===== src/rtl/hrx_pkg.sv =====
// Shared constants and helpers for the host word read engine.
// Assumes 16-bit count and address registers written one byte at a time.
package hrx_pkg;
    localparam int BYTE_W = 8;
    localparam int REG_W  = 2 * BYTE_W;
    localparam int OE_BIT = 1;
    typedef logic [2:0] dest_t;

    // True for the two destination codes that route data to the host.
    function automatic logic is_host_dest(input dest_t d);
        return (d == 3'd2) || (d == 3'd3);
    endfunction
endpackage


===== src/rtl/hrx_ictl.sv =====
// Interface-control holder: keeps the output-enable bit and flags an abort
// whenever a control write clears it. Assumes one write strobe per cycle.
module hrx_ictl (
    input  logic clk,
    input  logic rst_n,
    input  logic ictl_we,
    input  logic oe_bit,
    output logic out_en,
    output logic abort
);
    assign abort = ictl_we && !oe_bit;

    // Capture the output-enable bit on every control write.
    always_ff @(posedge clk) begin
        if (!rst_n)       out_en <= 1'b0;
        else if (ictl_we) out_en <= oe_bit;
    end

    a_r9_abort_clears_enable: assert property (@(posedge clk) disable iff (!rst_n)
        abort |=> !out_en);
endmodule


===== src/rtl/hrx_counters.sv =====
// Byte count and data address registers. Byte writes win over engine updates;
// reads step both by two, and the end marker is applied on the last word.
module hrx_counters #(
    parameter int MARK_W = 4
) (
    input  logic                       clk,
    input  logic                       rst_n,
    input  logic                       cnt_lo_we,
    input  logic                       cnt_hi_we,
    input  logic                       addr_lo_we,
    input  logic                       addr_hi_we,
    input  logic [hrx_pkg::BYTE_W-1:0] wdata,
    input  logic                       trig_go,
    input  logic                       ack,
    input  logic                       rd_go,
    output logic [hrx_pkg::REG_W-1:0]  cnt,
    output logic [hrx_pkg::REG_W-1:0]  addr,
    output logic                       last_word
);
    import hrx_pkg::*;
    localparam int LOW_W = REG_W - MARK_W;

    logic [REG_W-1:0] cnt_nxt;
    logic             any_we;

    assign cnt_nxt   = cnt - REG_W'(2);
    assign last_word = ($signed(cnt_nxt) <= $signed({REG_W{1'b0}}));
    assign any_we    = cnt_lo_we || cnt_hi_we || addr_lo_we || addr_hi_we;

    // Update count and address; later statements take priority.
    always_ff @(posedge clk) begin
        if (!rst_n) begin
            cnt  <= '0;
            addr <= '0;
        end else begin
            if (rd_go) begin
                addr <= addr + REG_W'(2);
                cnt  <= last_word ? {{MARK_W{1'b1}}, cnt_nxt[LOW_W-1:0]} : cnt_nxt;
            end
            if (trig_go || ack) cnt[REG_W-1 -: MARK_W] <= '0;
            if (cnt_lo_we)  cnt[BYTE_W-1:0]      <= wdata;
            if (cnt_hi_we)  cnt[REG_W-1:BYTE_W]  <= wdata;
            if (addr_lo_we) addr[BYTE_W-1:0]     <= wdata;
            if (addr_hi_we) addr[REG_W-1:BYTE_W] <= wdata;
        end
    end

    a_r5_addr_step: assert property (@(posedge clk) disable iff (!rst_n)
        (rd_go && !any_we) |=> addr == $past(addr) + REG_W'(2));
    a_r6_marker_set: assert property (@(posedge clk) disable iff (!rst_n)
        (rd_go && last_word && !any_we && !trig_go && !ack) |=> cnt[REG_W-1 -: MARK_W] == {MARK_W{1'b1}});
    a_r8_marker_clear: assert property (@(posedge clk) disable iff (!rst_n)
        (ack && !any_we && !rd_go) |=> cnt[REG_W-1 -: MARK_W] == '0);
endmodule


===== src/rtl/hrx_flags.sv =====
// Transfer state flags: busy, data enable, transfer end, ready and end bits.
// Assumes trigger and final read do not coincide; abort has top priority.
module hrx_flags (
    input  logic clk,
    input  logic rst_n,
    input  logic trig_go,
    input  logic host_dest,
    input  logic end_hit,
    input  logic ack,
    input  logic abort,
    output logic busy_n,
    output logic den_n,
    output logic dte_n,
    output logic rdy,
    output logic eot
);
    // Sequence the flags through arm, end, acknowledge and abort events.
    always_ff @(posedge clk) begin
        if (!rst_n) begin
            busy_n <= 1'b1;
            den_n  <= 1'b1;
            dte_n  <= 1'b1;
            rdy    <= 1'b0;
            eot    <= 1'b0;
        end else begin
            if (trig_go) begin
                busy_n <= 1'b0;
                eot    <= 1'b0;
                rdy    <= host_dest;
                if (host_dest) den_n <= 1'b0;
            end
            if (end_hit) begin
                busy_n <= 1'b1;
                den_n  <= 1'b1;
                dte_n  <= 1'b0;
                rdy    <= 1'b0;
                eot    <= 1'b1;
            end
            if (ack) dte_n <= 1'b1;
            if (abort) begin
                busy_n <= 1'b1;
                den_n  <= 1'b1;
            end
        end
    end

    a_r3_window_opens: assert property (@(posedge clk) disable iff (!rst_n)
        (trig_go && host_dest && !abort && !end_hit) |=> (!den_n && rdy));
    a_r6_end_flags: assert property (@(posedge clk) disable iff (!rst_n)
        (end_hit && !trig_go && !ack) |=> (busy_n && den_n && !dte_n));
    a_r7_end_status: assert property (@(posedge clk) disable iff (!rst_n)
        (end_hit && !trig_go) |=> (eot && !rdy));
    a_r8_ack_release: assert property (@(posedge clk) disable iff (!rst_n)
        ack |=> dte_n);
    a_r11_pending_hold: assert property (@(posedge clk) disable iff (!rst_n)
        (!dte_n && !ack) |=> !dte_n);
endmodule


===== src/rtl/hrx_engine.sv =====
// Host word read engine top: joins control, counters and flags, gates host
// reads by the data window and returns buffer words one cycle after a read.
// Assumes the buffer read port registers its word on the mem_re edge.
module hrx_engine #(
    parameter int BUF_AW = 14,
    parameter int MARK_W = 4
) (
    input  logic                       clk,
    input  logic                       rst_n,
    input  logic                       ictl_we,
    input  logic                       cnt_lo_we,
    input  logic                       cnt_hi_we,
    input  logic                       addr_lo_we,
    input  logic                       addr_hi_we,
    input  logic [hrx_pkg::BYTE_W-1:0] reg_wdata,
    input  logic [2:0]                 dest_sel,
    input  logic                       irq_en,
    input  logic                       trig,
    input  logic                       ack,
    input  logic                       rd,
    output logic [hrx_pkg::REG_W-1:0]  rd_data,
    output logic                       rd_valid,
    output logic                       mem_re,
    output logic [BUF_AW-1:0]          mem_addr,
    input  logic [hrx_pkg::REG_W-1:0]  mem_rdata,
    output logic [hrx_pkg::REG_W-1:0]  byte_cnt,
    output logic [hrx_pkg::REG_W-1:0]  data_addr,
    output logic                       busy_n,
    output logic                       den_n,
    output logic                       dte_n,
    output logic [hrx_pkg::BYTE_W-1:0] host_stat,
    output logic                       irq
);
    import hrx_pkg::*;

    logic out_en, abort, trig_go, rd_go, last_word, end_hit, rdy, eot;

    assign trig_go = trig && out_en;
    assign rd_go   = rd && !den_n;
    assign end_hit = rd_go && last_word;

    hrx_ictl u_ictl (
        .clk(clk), .rst_n(rst_n), .ictl_we(ictl_we),
        .oe_bit(reg_wdata[OE_BIT]), .out_en(out_en), .abort(abort)
    );

    hrx_counters #(.MARK_W(MARK_W)) u_cnt (
        .clk(clk), .rst_n(rst_n),
        .cnt_lo_we(cnt_lo_we), .cnt_hi_we(cnt_hi_we),
        .addr_lo_we(addr_lo_we), .addr_hi_we(addr_hi_we),
        .wdata(reg_wdata), .trig_go(trig_go), .ack(ack), .rd_go(rd_go),
        .cnt(byte_cnt), .addr(data_addr), .last_word(last_word)
    );

    hrx_flags u_flags (
        .clk(clk), .rst_n(rst_n), .trig_go(trig_go),
        .host_dest(is_host_dest(dest_sel)), .end_hit(end_hit),
        .ack(ack), .abort(abort),
        .busy_n(busy_n), .den_n(den_n), .dte_n(dte_n), .rdy(rdy), .eot(eot)
    );

    assign mem_re    = rd_go;
    assign mem_addr  = {data_addr[BUF_AW-1:1], 1'b0};
    assign rd_data   = rd_valid ? mem_rdata : '0;
    assign host_stat = {eot, rdy, 3'b000, dest_sel};
    assign irq       = !dte_n && irq_en;

    // Mark the cycle in which the buffer word for an accepted read is present.
    always_ff @(posedge clk) begin
        if (!rst_n) rd_valid <= 1'b0;
        else        rd_valid <= rd_go;
    end

    a_r10_gated_read: assert property (@(posedge clk) disable iff (!rst_n)
        (rd && den_n && !trig && !ack && !ictl_we && !cnt_lo_we && !cnt_hi_we
         && !addr_lo_we && !addr_hi_we) |=> ($stable(byte_cnt) && $stable(data_addr) && !rd_valid));
    a_r4_valid_follows: assert property (@(posedge clk) disable iff (!rst_n)
        mem_re |=> rd_valid);
endmodule


===== config.mk =====
export PLATFORM = sky130hd
export DESIGN_NAME = hrx_engine
export DESIGN_NICKNAME = d
export VERILOG_FILES = /design/src/rtl/hrx_pkg.sv /design/src/rtl/hrx_ictl.sv /design/src/rtl/hrx_counters.sv /design/src/rtl/hrx_flags.sv /design/src/rtl/hrx_engine.sv
export SDC_FILE = /design/constraint.sdc
export NUM_CORES = 1
export LEC_CHECK = 0
export CORE_ASPECT_RATIO = 0.75
export CORE_MARGIN = 3
export CORE_UTILIZATION = 42
export DETAILED_ROUTE_END_ITERATION = 10
export GPL_ROUTABILITY_DRIVEN = 0
export PLACE_DENSITY = 0.81
export REMOVE_ABC_BUFFERS = 1
export SYNTH_ARGS = -nofsm -noshare
export SYNTH_HDL_FRONTEND = slang
export SYNTH_SLANG_ARGS = --single-unit

===== constraint.sdc =====
create_clock -name clk -period 2.5 [get_ports clk]
set_input_delay 0.25 -clock clk [delete_from_list [all_inputs] [get_ports clk]]
set_output_delay 0.25 -clock clk [all_outputs]
set_load 0.02 [all_outputs]

After elaboration in Yosys (flattened, before gate mapping). Cells that the tools add are included.

Div/mod/pow operators: 0. Order comparisons: 1. Reductions and logical operators: 20. Shifts and indexed selects: 0. $add $sub $neg: 2. Multipliers: 0. Multiplexer cells: 11. Bitwise gates (word level): 1. Equality and inequality tests: 2.

Operator list (count): $mux W16 (4); $mux W8 (4); $add A16 B2 Y16 const B (1); $le A16 B1 Y1 const B (1); $sub A16 B2 Y16 const B (1); $reduce_bool A2 Y1 (5); $eq A3 B2 Y1 const B (2); $logic_and A1 B1 Y1 (5); $mux W4 (1); $reduce_or A2 Y1 (2); $logic_not A1 Y1 (3); $reduce_bool A3 Y1 (1); $reduce_or A3 Y1 (1); $logic_or A1 B1 Y1 (2); $mux W1 (2); $reduce_and A2 Y1 (1); $not A1 Y1 (1).

ROM bits: 0. Word-level logic and storage cells: 49. Output and inout port bits: 76. Memories: 0. Bits of input ports: 38. Bits in latches: 0. RAM bits: 0. Register bits: 39.

Depth between registers and ports, before layout.
Word-level depth: 6. Gate-level depth with buffers: 9. Mapped depth without buffers: 8.

Cells and area by module. From an unflattened synthesis, not the netlist that was laid out.

Cell total of the unflattened synthesis: 315. Area, all modules: 2549.9 µm².

Modules (own cells, without submodules): hrx_counters (sequential area each 640.6 µm², area an instance 1970.6 µm², instances 1, cells an instance 248); hrx_engine (sequential area each 20.0 µm², area an instance 357.8 µm², instances 1, cells an instance 47); hrx_flags (sequential area each 100.1 µm², area an instance 178.9 µm², instances 1, cells an instance 16); hrx_ictl (sequential area each 20.0 µm², area an instance 42.5 µm², instances 1, cells an instance 4).

Worst setup path before layout. Ideal clock, no wire load.

Kind: register -> register. From: register u_cnt.cnt[1] (netlist bit). To: register u_cnt.cnt[15] (netlist bit). Path buffers: 1. Stages on the path, launching flop included: 10. Setup time: 0.117 ns. Setup slack: 0.369 ns. Arrival time: 2.014 ns. Required time: 2.383 ns. Path through: dfxtp_1 buf_2 inv_1 ha_1 nor4b_4 nand4_1 xnor2_2 a41oi_2 a21oi_1 a32o_1.

Cells in the longest elaborated chain, start to end: 6.

Ends and longest elaborated chain: start: declaration (RTL line hrx_counters.sv:16) `output logic [hrx_pkg::REG_W-1:0] cnt,`; start signal: assignment (RTL line hrx_counters.sv:38) `cnt <= last_word ? {{MARK_W{1'b1}}, cnt_nxt[LOW_W-1:0]} : cnt_nxt;`; start signal: indexed assignment (RTL line hrx_counters.sv:41) `if (cnt_lo_we) cnt[BYTE_W-1:0] <= wdata;`; start signal: indexed assignment (RTL line hrx_counters.sv:42) `if (cnt_hi_we) cnt[REG_W-1:BYTE_W] <= wdata;`; $sub A16 B2 Y16 * (RTL line hrx_counters.sv:26) `assign cnt_nxt = cnt - REG_W'(2);`; $le A16 B1 Y1 (RTL line hrx_counters.sv:27) `assign last_word = ($signed(cnt_nxt) <= $signed({REG_W{1'b0}}));`; $mux W16 * (RTL line hrx_counters.sv:38); $mux W16 * (RTL line hrx_counters.sv:36) `if (rd_go) begin`; $mux W4 * (RTL line hrx_counters.sv:40) `if (trig_go || ack) cnt[REG_W-1 -: MARK_W] <= '0;`; $mux W8 * (RTL line hrx_counters.sv:42).

Mark *: on every way between the ends. The rest lies on a longest branch, timed or not. The select of a mux whose other input is x is not followed. A chain may end at the register's enable or synchronous reset.

Worst setup path in the final report.
From: register u_cnt.cnt[2] (netlist bit). To: register u_cnt.cnt[13] (netlist bit).

The elaborated chain is that of the path after synthesis.

==> results list <==
* RSZ-0062 raised after global routing: false
- Entering global routing, the biggest net connects 38 pins.
- For this design, the sink count on the clock tree is 39.
- Of the synthesized area, sequential elements account for 0.3115.
* Number of antenna violations at the first check in global routing: 0
- The startpoint identified for the worst register-to-register timing path is u_cnt.cnt[2]$_SDFFE_PN0N_.
- Flop pwr share: 0.464
* DRC violations left: 0
- On the final layout, the worst clock skew is 8.073 ps.
- Yosys mapped a number of flops with a built-in enable equal to 0.
- Cell internal power dissipation: between 1000 and 1500 uW
- Syn-to-layout area delta: 42.64%
* Sum of routed wire length over all layers: between 7 and 8 mm
* Total of buffers placed on input and output ports: between 100 and 150
* Number of H-tree levels: 2
- Die area: roughly 7000 sq um
- Final Worst Setup Slack: around 290 ps
* Floorplan row count: 23
* Fillers: 470
* Endpoint of the worst register-to-register path: u_cnt.cnt[13]$_SDFFE_PN0P_
- Share of the clock period used by the worst path: 0.8852
- For this block, the via count after detailed routing is ~2500.
- Hold violation count in the final report: 0
- After floorplanning, the core was sized to cover between 5000 and 6000 sq um.
- Net count, final: 440
* Number of CTS-inserted buffers: 5
- Type of element capturing the critical path: register
* Number of top-level design ports: between 100 and 150
- First-pass GRT wire length: about 11 mm
- OpenSTA, run right after detailed placement, puts the worst setup slack at around 320 ps.
* Worst-case reg-to-reg path depth: 8
* Cell area after synthesis: roughly 2500 sq um
- After layout, the minimum clock period comes to around 2200 ps.
- Startpoint of the most critical hold path: u_flags.eot$_SDFFE_PN0P_
* Post-route total power: roughly 1500 uW
- Summed over all cells, the static leakage comes to about 0.0014 uW.
- Of the total power, the share spent switching nets is 0.3108.
* Ys flop type: dfxtp_1
* Max Freq: ~450 MHz
* Post-CTS Hold Fix Bufs: 0
- In the global route stage, overall resource usage came out at 0.2076.
- Global routing finished with a remaining overflow of 0.
* Die height: ~73 microns
- Along the worst hold path, the cell count comes to 2.
- Post-CTS timing repair inserted 0 buffers for setup.
- The first detailed-routing pass took 4 iterations.
- Critical path arrival: ~2400 ps
* Clock slew at reported path FFs: 80 ps
* Logic pwr share: 0.261
- Hold WC Path Type: reg -> reg
* Synth Register Bits: 39
* Diodes inserted: 0
* Master cell of the clock root buffer: clkbuf_8
- The number of gates resized after CTS was 0.
- The die is 95.20 microns wide.
- Antenna viol nets, final: 0
- Power spent charging and discharging nets: approximately 470 uW
* Power per standard cell area: 424.1 nW/um^2
- The run finished with clean final reports.
- Avg Vias per Cell: about 5.2
- Startpoint Class: register
- DR WL/cell: between 15 and 20 microns
- VDD sags by at most 0.2004 mV.
- Clock Path Buffers: 2
- In the final layout, the share of cells above drive strength 1 is 0.05500.
* Max-slew violations: 0
* Slew @ Worst Pin: approximately 540 ps
* Data required time at the worst endpoint: between 2000 and 3000 ps
- Summed over all failing endpoints, the final setup total negative slack is 0 ps.
* Final setup violation count: 0
- Max-capacitance violation count: 0
- For this block, the initial DRC count from the detailed router was between 150 and 200.
- Critical path start-end classification: reg -> reg
- The Yosys step of the flow raised 0 warnings.
- TritonCTS built the clock tree.
- Synthesis handed over a netlist of roughly 310 instances.
- Yosys mapped the design onto slightly below 50 distinct sky130hd cell types.
- First element of the critical path: u_cnt.cnt[2]$_SDFFE_PN0N_
- The worst hold path terminates at u_flags.eot$_SDFFE_PN0P_.
- Clk_lat worst skew: slightly below 300 ps
* Via count of the first global-routing pass: between 2000 and 2500
- Half-perimeter wire length after placement: 5.415 mm
* Initial standard-cell utilization of the core: 0.4512
- For flop-to-flop paths, the worst setup slack is roughly 290 ps.
* Max FO, Critical Path: 9
* Proportion of synthesized flip-flops having asynchronous set or reset: 0
* Post-synthesis average cell area: roughly 8.0 sq um
- Relative max-transition margin: 0.6354
* Clock network fraction of total power: 0.275
[registers in the layout, indices dropped and copies added, names as in the netlist]
register and flops:
u_flags.eot 1, u_cnt.addr 16, rd_valid 1, u_flags.den_n 1, u_flags.dte_n 1, u_flags.busy_n 1, u_ictl.out_en 1, u_flags.rdy 1
u_cnt.cnt 16
[cell usage in the layout (no fill, tap or decap), types with 2 or more instances in the layout]
| master | synthesis | routed |
|---|---|---|
| clkdlybuf4s50_1 | 0 | 107 |
| and2_1 | 39 | 39 |
| dfxtp_1 | 39 | 39 |
| nand2_1 | 35 | 35 |
| o21ai_0 | 25 | 25 |
| xor2_1 | 16 | 16 |
| nand3_1 | 15 | 15 |
| xnor2_1 | 11 | 11 |
| nor2_1 | 10 | 10 |
| and3_1 | 8 | 8 |
| a21oi_1 | 8 | 8 |
| inv_1 | 6 | 6 |
| nor2b_1 | 6 | 6 |
| buf_4 | 23 | 6 |
| nor3_1 | 5 | 5 |
| nand4_1 | 5 | 5 |
| clkbuf_8 | 0 | 5 |
| nand2b_1 | 4 | 4 |
| nand4b_1 | 4 | 4 |
| a31oi_1 | 4 | 4 |
| conb_1 | 1 | 4 |
| mux2i_1 | 3 | 3 |
| o21ai_1 | 3 | 3 |
| nor3_2 | 2 | 2 |
| nor4_1 | 2 | 2 |
| o211a_1 | 2 | 2 |
| a211oi_1 | 2 | 2 |
| a31o_1 | 2 | 2 |
| ha_1 | 2 | 2 |
[critical path, cell delays in order (launching register included)]
cell,delay [ps]
dfxtp_1,400
inv_1,90
ha_1,220
nor4b_4,410
nand4_1,230
xnor2_2,220
a41oi_2,220
a31oi_1,120
a31o_1,190
[worst max-delay path by stage]
| stage | end | slack, ps | cells past startpoint |
|---|---|---|---|
| finish | u_cnt.cnt[13]$_SDFFE_PN0P_ | 290 | 8 |
| CTS | u_cnt.cnt[15]$_SDFFE_PN0P_ | 300 | 8 |
| detailed placement | u_cnt.cnt[5]$_SDFFE_PN0N_ | 320 | 9 |
| global placement | u_cnt.cnt[15]$_SDFFE_PN0P_ | 430 | 8 |
| global route | u_cnt.cnt[15]$_SDFFE_PN0P_ | 80 | 8 |
| floorplan | u_flags.dte_n$_SDFFE_PP1P_ | 410 | 8 |
[synth_stat cells, types with 2 or more instances]
library cell / number / area share
nor3_2: 2 / 0.0080
nor4_1: 2 / 0.0050
buf_2: 2 / 0.0040
nand2b_1: 4 / 0.010
nand2_1: 35 / 0.052
nor2b_1: 6 / 0.015
inv_1: 6 / 0.0090
xnor2_1: 11 / 0.038
o21ai_1: 3 / 0.0060
nand4b_1: 4 / 0.014
nand4_1: 5 / 0.012
clkbuf_1: 10 / 0.015
nor3_1: 5 / 0.010
a31o_1: 2 / 0.0070
and2_1: 39 / 0.097
nand3_1: 15 / 0.030
nor2_1: 10 / 0.015
dfxtp_1: 39 / 0.31
ha_1: 2 / 0.010
a21oi_1: 8 / 0.016
and3_1: 8 / 0.020
a31oi_1: 4 / 0.010
xor2_1: 16 / 0.056
buf_4: 23 / 0.069
a211oi_1: 2 / 0.0060
o21ai_0: 25 / 0.050
o211a_1: 2 / 0.0080
mux2i_1: 3 / 0.012
[power by group through the flow]
stage	registers (uW)	logic, uW	clock network (uW)
final	703	396	417
after global routing	709	429	452
after CTS	702	397	427
after detailed placement	716	394	0
after global placement	715	389	0
after floorplan	758	142	0
[cell type report]
cell class | instances | area, sq um | area share
Clock buffer | 5 | 68.82 | 0.01925
Clock inverter | 2 | 13.76 | 0.003850
Inverter | 6 | 22.52 | 0.006300
Tap cell | 75 | 93.84 | 0.02625
Sequential cell | 39 | 780.7 | 0.2184
Timing Repair Buffer | 113 | 1116 | 0.3122
Multi-Input combinational cell | 235 | 1479 | 0.4137
[logic make-up after synthesis]
group	after synthesis	synth area share
and+or+nand+nor	144	0.3285
xor gates and xnor gates	28	0.1008
muxes	3	0.01198
other	1	0.001496
AOI/OAI and AO/OA	54	0.1328
DFF	39	0.3115
adders and majority gates	2	0.009983
buffers and inverters	43	0.1028
[metrics by stage]
step	hold WS (ps)	util	cells	cell area (sq um)
detailed placement	451.5	0.6287	468	3492
global route	482.5	0.6436	475	3575
global placement	448.5	0.6287	468	3492
finish	458.4	0.6436	475	3575
CTS	461.3	0.6436	475	3575
floorplan	371.7	-	280	2282
[layer usage]
layer  GRT usage  up-vias  wire length, microns  part of all wire
met2      0.3390      134                  3168              0.44
met4     0.05280        0                    74             0.010
met3     0.06289        9                   879              0.12
li1            -     1218                     -                 -
met5           0        -                     0                 0
met1      0.2679     1129                  3060              0.43
(Power assumes the default switching activity.)
